<file path="config.mk">
export PLATFORM = sky130hd
export DESIGN_NAME = rx_gain_loop
export DESIGN_NICKNAME = d
export VERILOG_FILES = /design/src/rtl/agc_pkg.sv /design/src/rtl/agc_level_path.sv /design/src/rtl/agc_step_ctrl.sv /design/src/rtl/rx_gain_loop.sv
export SDC_FILE = /design/constraint.sdc
export NUM_CORES = 1
export LEC_CHECK = 0
export BUFFER_PORTS_ARGS = -buffer_cell sky130_fd_sc_hd__buf_2
export CORE_MARGIN = 2
export CORE_UTILIZATION = 40
export DETAILED_ROUTE_END_ITERATION = 10
export PLACE_DENSITY = 0.61
export SYNTH_ARGS = -nofsm -noshare
export SYNTH_HDL_FRONTEND = slang
export SYNTH_SLANG_ARGS = --single-unit
</file>
<file path="constraint.sdc">
create_clock -name clk -period 5.2 [get_ports clk]
set_input_delay 0.52 -clock clk [delete_from_list [all_inputs] [get_ports clk]]
set_output_delay 0.52 -clock clk [all_outputs]
set_load 0.01 [all_outputs]
</file>
<file path="src/rtl/agc_pkg.sv">
`timescale 1ns/1ps
package agc_pkg;

  typedef enum logic [1:0] {
    DIR_NONE = 2'd0,
    DIR_UP   = 2'd1,
    DIR_DOWN = 2'd2
  } stepDir_e;

  // control -> datapath strobes
  typedef struct packed {
    logic restart;   // drop the running window and start a new one
    logic lastUp;    // last applied step was a rise
    logic lastDown;  // last applied step was a fall
  } ctl2dp_t;

  // datapath -> control strobes
  typedef struct packed {
    logic evalPulse; // a window average is ready this cycle
    logic wantUp;    // level below the lower limit
    logic wantDown;  // level above the upper limit
  } dp2ctl_t;

endpackage

</file>
<file path="src/rtl/agc_level_path.sv">
`timescale 1ns/1ps
module agc_level_path
  import agc_pkg::*;
#(
  parameter int SAMPLE_W = 14,
  parameter int TC_MAX   = 10,
  parameter int TC_W     = 4
) (
  input  logic                       clk,
  input  logic                       rstN,
  input  logic signed [SAMPLE_W-1:0] sampleIn,
  input  logic [TC_W-1:0]            tcLog2,
  input  logic [SAMPLE_W-1:0]        thresh,
  input  logic [SAMPLE_W-1:0]        deadband,
  input  logic [SAMPLE_W-1:0]        hyst,
  input  ctl2dp_t                    ctlIn,
  output dp2ctl_t                    dpOut
);

  localparam int ACC_W = SAMPLE_W + TC_MAX;
  localparam int CMP_W = SAMPLE_W + 3;
  localparam int CNT_W = TC_MAX + 1;

  logic [TC_W-1:0]         kEff;
  logic [CNT_W-1:0]        winLast;
  logic [CNT_W-1:0]        winCnt;
  logic [SAMPLE_W-1:0]     sampleMag;
  logic [ACC_W-1:0]        acc;
  logic [ACC_W-1:0]        accSum;
  logic [SAMPLE_W-1:0]     avgReg;
  logic                    evalPulse;
  logic signed [CMP_W-1:0] avgWide;
  logic signed [CMP_W-1:0] loLimit;
  logic signed [CMP_W-1:0] hiLimit;

  function automatic logic signed [CMP_W-1:0] widen(input logic [SAMPLE_W-1:0] v);
    return $signed({3'b000, v});
  endfunction

  // clamp the window exponent
  always_comb begin
    if (tcLog2 > TC_W'(TC_MAX)) kEff = TC_W'(TC_MAX);
    else                        kEff = tcLog2;
  end

  always_comb winLast = (CNT_W'(1) << kEff) - CNT_W'(1);

  // two's-complement magnitude; the most negative code maps onto 2^(W-1)
  always_comb begin
    if (sampleIn[SAMPLE_W-1]) sampleMag = SAMPLE_W'(-sampleIn);
    else                      sampleMag = SAMPLE_W'(sampleIn);
  end

  always_comb accSum = acc + ACC_W'(sampleMag);

  always_ff @(posedge clk or negedge rstN) begin
    if (!rstN) begin
      acc       <= '0;
      winCnt    <= '0;
      avgReg    <= '0;
      evalPulse <= 1'b0;
    end else if (ctlIn.restart) begin
      acc       <= '0;
      winCnt    <= '0;
      evalPulse <= 1'b0;
    end else if (winCnt == winLast) begin
      acc       <= '0;
      winCnt    <= '0;
      avgReg    <= SAMPLE_W'(accSum >> kEff);
      evalPulse <= 1'b1;
    end else begin
      acc       <= accSum;
      winCnt    <= winCnt + CNT_W'(1);
      evalPulse <= 1'b0;
    end
  end

  // limits, widened on the side of the last step
  always_comb begin
    avgWide = widen(avgReg);
    loLimit = widen(thresh) - widen(deadband);
    hiLimit = widen(thresh) + widen(deadband);
    if (ctlIn.lastUp)   loLimit = loLimit - widen(hyst);
    if (ctlIn.lastDown) hiLimit = hiLimit + widen(hyst);
  end

  always_comb begin
    dpOut.evalPulse = evalPulse;
    dpOut.wantUp    = evalPulse && (avgWide < loLimit);
    dpOut.wantDown  = evalPulse && (avgWide > hiLimit);
  end

  // the two requests never coexist
  p_exclusive_request_r3: assert property (@(posedge clk) disable iff (!rstN)
    !(dpOut.wantUp && dpOut.wantDown))
    else $error("p_exclusive_request_r3");

endmodule

</file>
<file path="src/rtl/agc_step_ctrl.sv">
`timescale 1ns/1ps
module agc_step_ctrl
  import agc_pkg::*;
#(
  parameter int GATE_W = 16
) (
  input  logic              clk,
  input  logic              rstN,
  input  logic              gatedMode,
  input  logic              agcEnN,
  input  logic [GATE_W-1:0] gateWindows,
  input  dp2ctl_t           dpIn,
  output ctl2dp_t           ctlOut,
  output logic [2:0]        gainCode,
  output logic              gainStrobeN
);

  localparam logic [2:0] GAIN_TOP = 3'd7;
  localparam logic [2:0] GAIN_BOT = 3'd0;

  typedef enum logic [1:0] {
    PH_IDLE  = 2'd0,
    PH_SETUP = 2'd1,
    PH_LOW1  = 2'd2,
    PH_LOW2  = 2'd3
  } strobePh_e;

  strobePh_e         phase;
  stepDir_e          lastDir;
  logic [GATE_W-1:0] gateCnt;
  logic              enPrev;
  logic              enFall;
  logic              loopLive;
  logic              busy;
  logic              stepUp;
  logic              stepDown;

  always_comb begin
    enFall   = gatedMode && enPrev && !agcEnN;
    loopLive = !gatedMode || (gateCnt != '0);
    busy     = (phase != PH_IDLE);
    stepUp   = dpIn.wantUp   && loopLive && !busy && (gainCode != GAIN_TOP);
    stepDown = dpIn.wantDown && loopLive && !busy && (gainCode != GAIN_BOT);
  end

  always_comb begin
    ctlOut.restart  = enFall;
    ctlOut.lastUp   = (lastDir == DIR_UP);
    ctlOut.lastDown = (lastDir == DIR_DOWN);
  end

  // enable edge detector and window counter; reload wins over decrement
  always_ff @(posedge clk or negedge rstN) begin
    if (!rstN) begin
      enPrev  <= 1'b1;
      gateCnt <= '0;
    end else begin
      enPrev <= agcEnN;
      if (enFall)
        gateCnt <= gateWindows;
      else if (gatedMode && dpIn.evalPulse && (gateCnt != '0))
        gateCnt <= gateCnt - GATE_W'(1);
    end
  end

  // gain code register and last direction
  always_ff @(posedge clk or negedge rstN) begin
    if (!rstN) begin
      gainCode <= GAIN_BOT;
      lastDir  <= DIR_NONE;
    end else if (stepUp) begin
      gainCode <= gainCode + 3'd1;
      lastDir  <= DIR_UP;
    end else if (stepDown) begin
      gainCode <= gainCode - 3'd1;
      lastDir  <= DIR_DOWN;
    end
  end

  // strobe sequencer: one setup clock, then two clocks low
  always_ff @(posedge clk or negedge rstN) begin
    if (!rstN) begin
      phase       <= PH_IDLE;
      gainStrobeN <= 1'b0;
    end else begin
      case (phase)
        PH_IDLE: begin
          gainStrobeN <= 1'b1;
          if (stepUp || stepDown) phase <= PH_SETUP;
        end
        PH_SETUP: begin
          gainStrobeN <= 1'b0;
          phase       <= PH_LOW1;
        end
        PH_LOW1: begin
          phase <= PH_LOW2;
        end
        default: begin
          gainStrobeN <= 1'b1;
          phase       <= PH_IDLE;
        end
      endcase
    end
  end

  p_strobe_follows_change_r7: assert property (@(posedge clk) disable iff (!rstN)
    (gainCode != $past(gainCode)) |=> $fell(gainStrobeN))
    else $error("p_strobe_follows_change_r7");

  p_code_stable_in_strobe_r7: assert property (@(posedge clk) disable iff (!rstN)
    !gainStrobeN |-> $stable(gainCode))
    else $error("p_code_stable_in_strobe_r7");

  p_unit_step_r6: assert property (@(posedge clk) disable iff (!rstN)
    (gainCode != $past(gainCode)) |->
      (({1'b0, gainCode} == {1'b0, $past(gainCode)} + 4'd1) ||
       ({1'b0, $past(gainCode)} == {1'b0, gainCode} + 4'd1)))
    else $error("p_unit_step_r6");

  p_gate_hold_r8: assert property (@(posedge clk) disable iff (!rstN)
    (gatedMode && (gateCnt == '0)) |=> $stable(gainCode))
    else $error("p_gate_hold_r8");

endmodule

</file>
<file path="src/rtl/rx_gain_loop.sv">
`timescale 1ns/1ps
module rx_gain_loop
  import agc_pkg::*;
#(
  parameter int  SAMPLE_W = 14,
  parameter int  TC_MAX   = 10,
  parameter int  GATE_W   = 16,
  localparam int TC_W     = $clog2(TC_MAX + 1)
) (
  input  logic                       clk,
  input  logic                       rstN,
  input  logic signed [SAMPLE_W-1:0] sampleIn,
  input  logic [TC_W-1:0]            tcLog2,
  input  logic [SAMPLE_W-1:0]        thresh,
  input  logic [SAMPLE_W-1:0]        deadband,
  input  logic [SAMPLE_W-1:0]        hyst,
  input  logic                       gatedMode,
  input  logic                       agcEnN,
  input  logic [GATE_W-1:0]          gateWindows,
  output logic [2:0]                 gainCode,
  output logic                       gainStrobeN
);

  ctl2dp_t ctlBus;
  dp2ctl_t dpBus;

  agc_level_path #(
    .SAMPLE_W (SAMPLE_W),
    .TC_MAX   (TC_MAX),
    .TC_W     (TC_W)
  ) levelPath_i (
    .clk      (clk),
    .rstN     (rstN),
    .sampleIn (sampleIn),
    .tcLog2   (tcLog2),
    .thresh   (thresh),
    .deadband (deadband),
    .hyst     (hyst),
    .ctlIn    (ctlBus),
    .dpOut    (dpBus)
  );

  agc_step_ctrl #(
    .GATE_W (GATE_W)
  ) stepCtrl_i (
    .clk         (clk),
    .rstN        (rstN),
    .gatedMode   (gatedMode),
    .agcEnN      (agcEnN),
    .gateWindows (gateWindows),
    .dpIn        (dpBus),
    .ctlOut      (ctlBus),
    .gainCode    (gainCode),
    .gainStrobeN (gainStrobeN)
  );

endmodule

</file>
==> results of run 1 <==
[critical path, delay by kind of cell]
family | cells | cell delay (ps)
adder cells (fa/ha/maj) | 4 | 1120
AO/OA/AOI/OAI | 12 | 1770
buffers and inverters | 5 | 590
AND/OR/NAND/NOR | 5 | 740
XOR/XNOR | 3 | 530
[final cells by class]
cell class	instances	area [µm²]	share of cell area, %
multi-input combinational	997	7230	64.3
sequential	75	1880	16.7
inverter	68	255	2.27
timing repair buffer	182	1160	10.3
clock buffer	9	225	2.00
tap	319	399	3.54
clock inverter	7	106	0.945
[cells in the final DEF, fill, tap and decap left out, types with 19 or more instances in the layout]
| master | count |
|---|---|
| ha_1 | 102 |
| a21o_1 | 29 |
| inv_1 | 66 |
| nor2_1 | 128 |
| nand2_1 | 105 |
| nor3_1 | 35 |
| buf_4 | 100 |
| xor2_1 | 37 |
| o211ai_1 | 19 |
| o21ai_0 | 63 |
| dfrtp_1 | 74 |
| nand3_1 | 24 |
| buf_2 | 82 |
| a21oi_1 | 75 |
| xnor2_1 | 55 |
[timing repair]
item	in CTS	in global routing
hold endpoints to repair	0	0
setup buffers	0	5
pin swaps	3	26
gates resized for setup	3	49
setup endpoints to repair	1	5
[power groups by stage]
| stage | registers (mW) | clock network, mW | logic [mW] |
|---|---|---|---|
| global route | 0.846 | 0.747 | 3.10 |
| detailed placement | 0.836 | 0 | 2.70 |
| CTS | 0.827 | 0.720 | 2.72 |
| finish | 0.825 | 0.704 | 2.80 |
| global placement | 0.833 | 0 | 2.68 |
| floorplan | 0.801 | 0 | 1.96 |
[stage by stage]
step                      power [mW]  setup slack (ps)  cell area (µm²)
after floorplan                 2.76               128             9380
after global placement          3.51              -222            10700
after CTS                       4.27             0.588            11000
after global routing            4.69             -58.6            11300
final                           4.33               204            11300
after detailed placement        3.54              -351            10700
[worst max-delay path by stage]
stage / from / end / slack, ps / depth (start not counted)
6_report: deadband[1] / stepCtrl_i.gainCode[2]$_DFFE_PN0P_ / 200 / 29
4_1_cts: deadband[1] / stepCtrl_i.gainCode[2]$_DFFE_PN0P_ / 0.6 / 31
3_3_place_gp: deadband[1] / stepCtrl_i.gainCode[2]$_DFFE_PN0P_ / -220 / 31
2_1_floorplan: thresh[0] / stepCtrl_i.gainCode[2]$_DFFE_PN0P_ / 130 / 28
3_5_place_dp: deadband[1] / stepCtrl_i.gainCode[2]$_DFFE_PN0P_ / -350 / 31
5_1_grt: deadband[1] / stepCtrl_i.gainCode[2]$_DFFE_PN0P_ / -60 / 31
[kinds of logic after synthesis]
logic type	count (synthesis)	synth area share [%]
buffers and inverters	118	5.27
adders and majority gates	112	15.3
muxes	23	2.75
AOI/OAI and AO/OA	350	25.8
DFF	75	20.0
and+or+nand+nor	415	21.5
xor gates and xnor gates	97	9.34
[registers in the layout, indices dropped and copies added, names as in the netlist]
signal and count:
stepCtrl_i.phase 2, stepCtrl_i.lastDir 2, stepCtrl_i.gainStrobeN 1, stepCtrl_i.gainCode 3
levelPath_i.acc 24, stepCtrl_i.enPrev 1, levelPath_i.evalPulse 1, stepCtrl_i.gateCnt 16
levelPath_i.avgReg 14, levelPath_i.winCnt 11
[routing by layer]
metal,global-route usage [%],vias up,routed length (µm)
li1,-,4601,-
met2,34.5,178,11900
met3,1.90,37,793
met1,26.8,4186,11700
met4,6.02,0,542
met5,0,-,0
==> summary.md, run 1 <==
| Metric | Value |
|---|---|
| Post-synth EDFFs | 0 |
| Reg power frac | between 10% and 20% |
| Crit end category | register |
| Reg clk slew, reported paths | 70 ps |
| Final setup vio count | 0 |
| Die height | roughly 160 µm |
| Proportion of layout cells with a drive suffix above 1 | ~20% |
| Hold Vio Cnt, Final | 0 |
| Initial antenna violation count | 0 |
| Crit-path max FO | 2 |
| Placed cells | roughly 1600 |
| Hold endpoint | stepCtrl_i.enPrev$_DFF_PN1_ |
| Slowest stage delay, CP | approximately 380 ps |
| Worst hold slack | slightly below 300 ps |
| Most numerous cell in the Yosys netlist | nor2_1 |
| Fill cells | between 2000 and 2500 |
| Worst-case clock buffer depth | 2 |
| Worst-Margin Slew | 968 ps |
| DR iter-0 viols | approximately 470 |
| Die area | around 25000 µm² |
| Final Core Density | slightly below 50% |
| CTS tree | built |
| DRC Markers | 0 |
| Initial core utilization | ~40% |
| P_int | roughly 2.4 mW |
| Fin crit share | 96.1% |
| Synth cell types | 97 |
| Row count | 56 |
| Largest net degree at the start of global routing | between 70 and 80 |
| I/O pin cnt | 84 |
| R2R cell count | 17 |
| Pins Over Slew Limit | 0 |
| Max Cap Viol | 0 |
| Vias/cell | about 5.4 |
| Ant diodes | 0 |
| Mapped cell area | 9380 µm² |
| Pwr/cell area | just under 400 nW/µm² |
| Main synth FF type | dfrtp_1 |
| Status | finished, final reports clean |
| First-pass GRT wire length | a little over 40000 µm |
| Hold WC Path Type | in -> reg |
| Nets | 1525 |
| Routed WL per cell | between 15 and 20 µm |
| Largest cells by area after synthesis | dfrtp_1, ha_1, xnor2_1 |
| Sw frac | 45.4% |
| CP Data Required Time | 5470 ps |
| Critical path arrival | roughly 5300 ps |
| Clk root buf | clkbuf_16 |
| Post-route setup TNS | 0 ps |
| Sequential fraction of the synthesis area | 20.0% |
| Latest clock arrival within the worst-skew pair | 340 ps |
| Net Count, Synth | about 1400 |
| Number of port buffers | 83 |
| HPWL after detailed placement | ~20000 µm |
| Clk_skew | between 7 and 8 ps |
| TritonCTS sink count | between 70 and 80 |
| GR Overflow Total | 0 |
| FMAX | ~200 MHz |
| Comb pwr share | between 60% and 70% |
| Unrepaired setup endpoints after global routing | true |
| Worst R2R Setup Slack | 1740 ps |
| Min-Delay Path Depth | 1 |
| Switching pwr | a little under 2 mW |
| Yosys warning total | 0 |
| Syn avg cell area | ~7.9 µm² |
| Routed WL | 24900 µm |
| Worst r2r src | stepCtrl_i.lastDir[1]$_DFFE_PN0P_ |
| Clock power frac | 16.3% |
| FFs w/ async S/R, synth | between 90% and 100% |
| CP max stage cell | or3_1 |
| Die W | around 160 µm |
| P&R area growth vs syn | 20.0% |
| Drt first pass iters | 5 |
| Min cycle time layout | 5000 ps |
| Cts hold-fix bufs | 0 |
| Gpl congestion | about 0.93 |
| Core area | 23300 µm² |
| Post-route ant nets | 0 |
| Synth top area share | just under 20% |
| Post-synth top cells | nor2_1, ha_1, nand2_1, a21oi_1, dfrtp_1 |
| Leak | approximately 5.2 nW |
| CP most frequent cell | buf_4 |
| GR Util All Layers | roughly 20% |
| Yosys top cell by area | dfrtp_1 |
| Peak supply drop | between 0.2 and 0.25 mV |
| Total CTS buffers | 9 |
| Reg2reg end | stepCtrl_i.gainCode[2]$_DFFE_PN0P_ |
| Worst Setup Path Type | in -> reg |
| Slew HR | 35.4% |
| Yosys reg bits | 75 |
| Vias in the first global route | 8474 |
| Startpoint of the worst hold path | agcEnN |
| H-tree depth | 3 |
| Fin cells | around 1700 |
| Startpoint types | input pin |
| Synth Instances | between 1000 and 1500 |
| Via Count | approximately 9000 |
Note: power is estimated with default switching activity, not from simulation.
==> inputs of run 2 (changes only) <==
- SYNTH_HIERARCHICAL: default -> 1
==> run 2 against run 1 <==
Net effect: the run now ends with setup timing left; global-route usage grew 0.43 points; non-clock buffer count grew 42; largest power group unchanged; cell count shrank 1.3%; highest routed layer unchanged.
==> summary.md, run 2 <==
| Metric | Value |
|---|---|
| Status | finished, violations left (was finished, final reports clean) |
| Failing checks | setup timing |
| Register Area | 1880 µm² (unchanged) |
| Placed cells | 1606 (was 1636) |
| Vias/cell | 5.56 (was 5.43) |
| Net Count, Synth | 1353 (was 1382) |
| Leak | 5.46 nW (was 5.18 nW) |
| Slowest stage delay, CP | 340 ps (was 380 ps) |
| Number of port buffers | 83 (unchanged) |
| Fin crit share | 107% (was 96.1%) |
| Yosys top cell by area | dfrtp_1 (unchanged) |
| Reg clk slew, reported paths | 70 ps (about the same) |
| Pins Over Slew Limit | 0 (unchanged) |
| Commonest non-fill, non-tap cell in the layout | buf_4 (was nor2_1) |
| Most numerous cell in the Yosys netlist | nor2_1 (unchanged) |
| Critical path arrival | 5820 ps (was 5270 ps) |
| Fill cells | 2144 (was 2331) |
| Die W | 155 µm (was 157 µm) |
| Worst r2r src | stepCtrl_i/lastDir[1]$_DFFE_PN0P_ (was stepCtrl_i.lastDir[1]$_DFFE_PN0P_) |
| Worst Setup Path Type | in -> reg (unchanged) |
| Largest register FFs | 24 (unchanged) |
| Die height | 155 µm (was 157 µm) |
| Routed WL | 24800 µm (was 24900 µm) |
| Crit-path max FO | 3 (was 2) |
| Crit end category | register (unchanged) |
| Final setup vio count | 5 (was 0) |
| CP Data Required Time | 5440 ps (was 5470 ps) |
| DP Worst Slack | -1010 ps (was -351 ps) |
| Routed WL per cell | 15.2 µm (was 15.0 µm) |
| Worst-Margin Slew | 1150 ps (was 968 ps) |
| CTS tree | built (unchanged) |
| Via Count | 9088 (was 9002) |
| Hold Vio Cnt, Final | 0 (unchanged) |
| H-tree depth | 3 (unchanged) |
| Total CTS buffers | 9 (unchanged) |
| HPWL after detailed placement | 19100 µm (was 19600 µm) |
| Clk root buf | clkbuf_16 (unchanged) |
| Mapped cell area | 9170 µm² (was 9380 µm²) |
| R2R cell count | 21 (was 17) |
| Largest cells by area after synthesis | dfrtp_1, ha_1, xnor2_1 (unchanged) |
| Ant diodes | 0 (unchanged) |
| Setup slack after layout | -384 ps (was 204 ps) |
| Gpl congestion | 0.864 (was 0.935) |
| Sequential fraction of the synthesis area | 20.5% (was 20.0%) |
| P&R area growth vs syn | 25.8% (was 20.0%) |
| Initial core utilization | 40.6% (was 40.3%) |
| Cts hold-fix bufs | 0 (unchanged) |
| Peak supply drop | 0.245 mV (was 0.243 mV) |
| GR Util All Layers | 20.5% (was 20.1%) |
| FMAX | 179 MHz (was 200 MHz) |
| Startpoint types | input pin (unchanged) |
| Nets | 1539 (was 1525) |
| DR iter-0 viols | 513 (was 474) |
| Startpoint of the worst hold path | agcEnN (unchanged) |
| Min cycle time layout | 5580 ps (was 5000 ps) |
| Post-synth EDFFs | 0 (unchanged) |
| Post-route ant nets | 0 (unchanged) |
| Multi-input gate area | 7210 µm² (was 7230 µm²) |
| Syn avg cell area | 7.91 µm² (was 7.88 µm²) |
| First-pass GRT wire length | 41000 µm (was 40600 µm) |
| GR Overflow Total | 0 (unchanged) |
| Largest net degree at the start of global routing | 76 (unchanged) |
| Initial antenna violation count | 0 (unchanged) |
| Max Cap Viol | 0 (unchanged) |
| Synth top area share | 20.2% (was 19.7%) |
| TritonCTS sink count | 75 (unchanged) |
| CP max stage cell | fa_2 (was or3_1) |
| Core area | 22600 µm² (was 23300 µm²) |
| Main synth FF type | dfrtp_1 (unchanged) |
| Yosys warning total | 6 (was 0) |
| Reg2reg end | stepCtrl_i/gainCode[2]$_DFFE_PN0P_ (was stepCtrl_i.gainCode[2]$_DFFE_PN0P_) |
| Unrepaired setup endpoints after global routing | true (unchanged) |
| Clk_skew | 12.1 ps (was 7.22 ps) |
| Yosys reg bits | 75 (unchanged) |
| Synth Instances | 1160 (was 1190) |
| FFs w/ async S/R, synth | 100% (unchanged) |
| I/O pin cnt | 84 (unchanged) |
| Post-synth top cells | nor2_1, ha_1, nand2_1, o21ai_0, dfrtp_1 (was nor2_1, ha_1, nand2_1, a21oi_1, dfrtp_1) |
| Latest clock arrival within the worst-skew pair | 350 ps (was 340 ps) |
| Proportion of layout cells with a drive suffix above 1 | 25.6% (was 20.4%) |
| Row count | 55 (was 56) |
| Pwr/cell area | 352 nW/µm² (was 384 nW/µm²) |
| Die area | 24200 µm² (was 24700 µm²) |
| Slew HR | 22.3% (was 35.4%) |
| Worst-case clock buffer depth | 2 (unchanged) |
| Hold endpoint | stepCtrl_i/enPrev$_DFF_PN1_ (was stepCtrl_i.enPrev$_DFF_PN1_) |
| Most frequent cells in the layout | buf_4, nor2_1, ha_1 (was nor2_1, nand2_1, ha_1) |
| Synth cell types | 81 (was 97) |
| Min-Delay Path Depth | 1 (unchanged) |
| DRC Markers | 0 (unchanged) |
| Largest reg by FF count | levelPath_i/acc (was levelPath_i.acc) |
| Hold WC Path Type | in -> reg (unchanged) |
| Worst R2R Setup Slack | 1340 ps (was 1740 ps) |
| Worst hold slack | 277 ps (was 295 ps) |
| Largest regs | levelPath_i/acc x24, stepCtrl_i/gateCnt x16, levelPath_i/avgReg x14 (was levelPath_i.acc x24, stepCtrl_i.gateCnt x16, levelPath_i.avgReg x14) |
| Post-route setup TNS | -1080 ps (was 0 ps) |
| Drt first pass iters | 5 (unchanged) |
| Vias in the first global route | 8678 (was 8474) |
| Fin cells | 1636 (was 1657) |
==> run 2: per-layer routing <==
| layer | global-route usage [%] | share of wire, % |
|---|---|---|
| met1 | 27.5 | 47 |
| met2 | 34.4 | 47 |
| met4 | 6.95 | 2.4 |
| met5 | 0 | 0 |
| met3 | 2.31 | 3.7 |
==> run 2: cell families (layout without fill, tap and decap cells) <==
family          after synthesis  after routing  synth area share, %
xor+xnor                     89             89                 8.50
compound gates              325            325                 23.9
mux                          38             38                 4.57
simple gates                399            399                 21.5
buf+inv                     121            312                 5.23
fa+ha+maj                   113            113                 15.8
flops                        75             75                 20.5
==> run 2: through the flow <==
step / area (µm²) / util [%] / total power, mW
4_1_cts: 11200 / 49.4 / 3.96
6_report: 11500 / 51.1 / 4.06
3_3_place_gp: 10700 / 47.6 / 3.22
3_5_place_dp: 10700 / 47.6 / 3.26
5_1_grt: 11500 / 51.1 / 4.40
2_1_floorplan: 9230 / - / 2.51
==> run 2: layout make-up <==
type / instances / area share [%]
clock inverter: 7 / 0.727
tap: 285 / 3.09
inverter: 72 / 2.45
clock buffer: 9 / 1.95
timing repair buffer: 224 / 13.0
multi-input combinational: 964 / 62.5
sequential: 75 / 16.3
==> run 2: report_power, final <==
part | internal, mW | switching (mW)
registers | 0.701 | 0.100
logic | 1.17 | 1.44
clock network | 0.381 | 0.272
total | 2.25 | 1.81
==> run 2: worst max-delay path, delay by kind of cell <==
kind	cells	cell delay (ps)
buffers and inverters	4	280
xor gates and xnor gates	4	540
and+or+nand+nor	10	1340
adders and majority gates	5	1270
muxes	1	170
AOI/OAI and AO/OA	11	1670
==> run 2: repair_timing <==
item / in CTS / in global routing
gates resized for setup: 9 / 72
pin swaps: 25 / 38
buffers inserted: 6 / 11
setup endpoints to repair: 7 / 7
==> run 2: worst max path at each step <==
stage | cells past startpoint | start | end | slack, ps
CTS | 35 | thresh[0] | stepCtrl_i/gainCode[2]$_DFFE_PN0P_ | -450
detailed placement | 35 | thresh[0] | stepCtrl_i/gainCode[2]$_DFFE_PN0P_ | -1010
global route | 35 | thresh[0] | stepCtrl_i/gainCode[2]$_DFFE_PN0P_ | -720
global placement | 35 | thresh[0] | stepCtrl_i/gainCode[2]$_DFFE_PN0P_ | -990
floorplan | 32 | thresh[0] | stepCtrl_i/gainCode[2]$_DFFE_PN0P_ | -230
finish | 35 | thresh[0] | stepCtrl_i/gainCode[2]$_DFFE_PN0P_ | -380
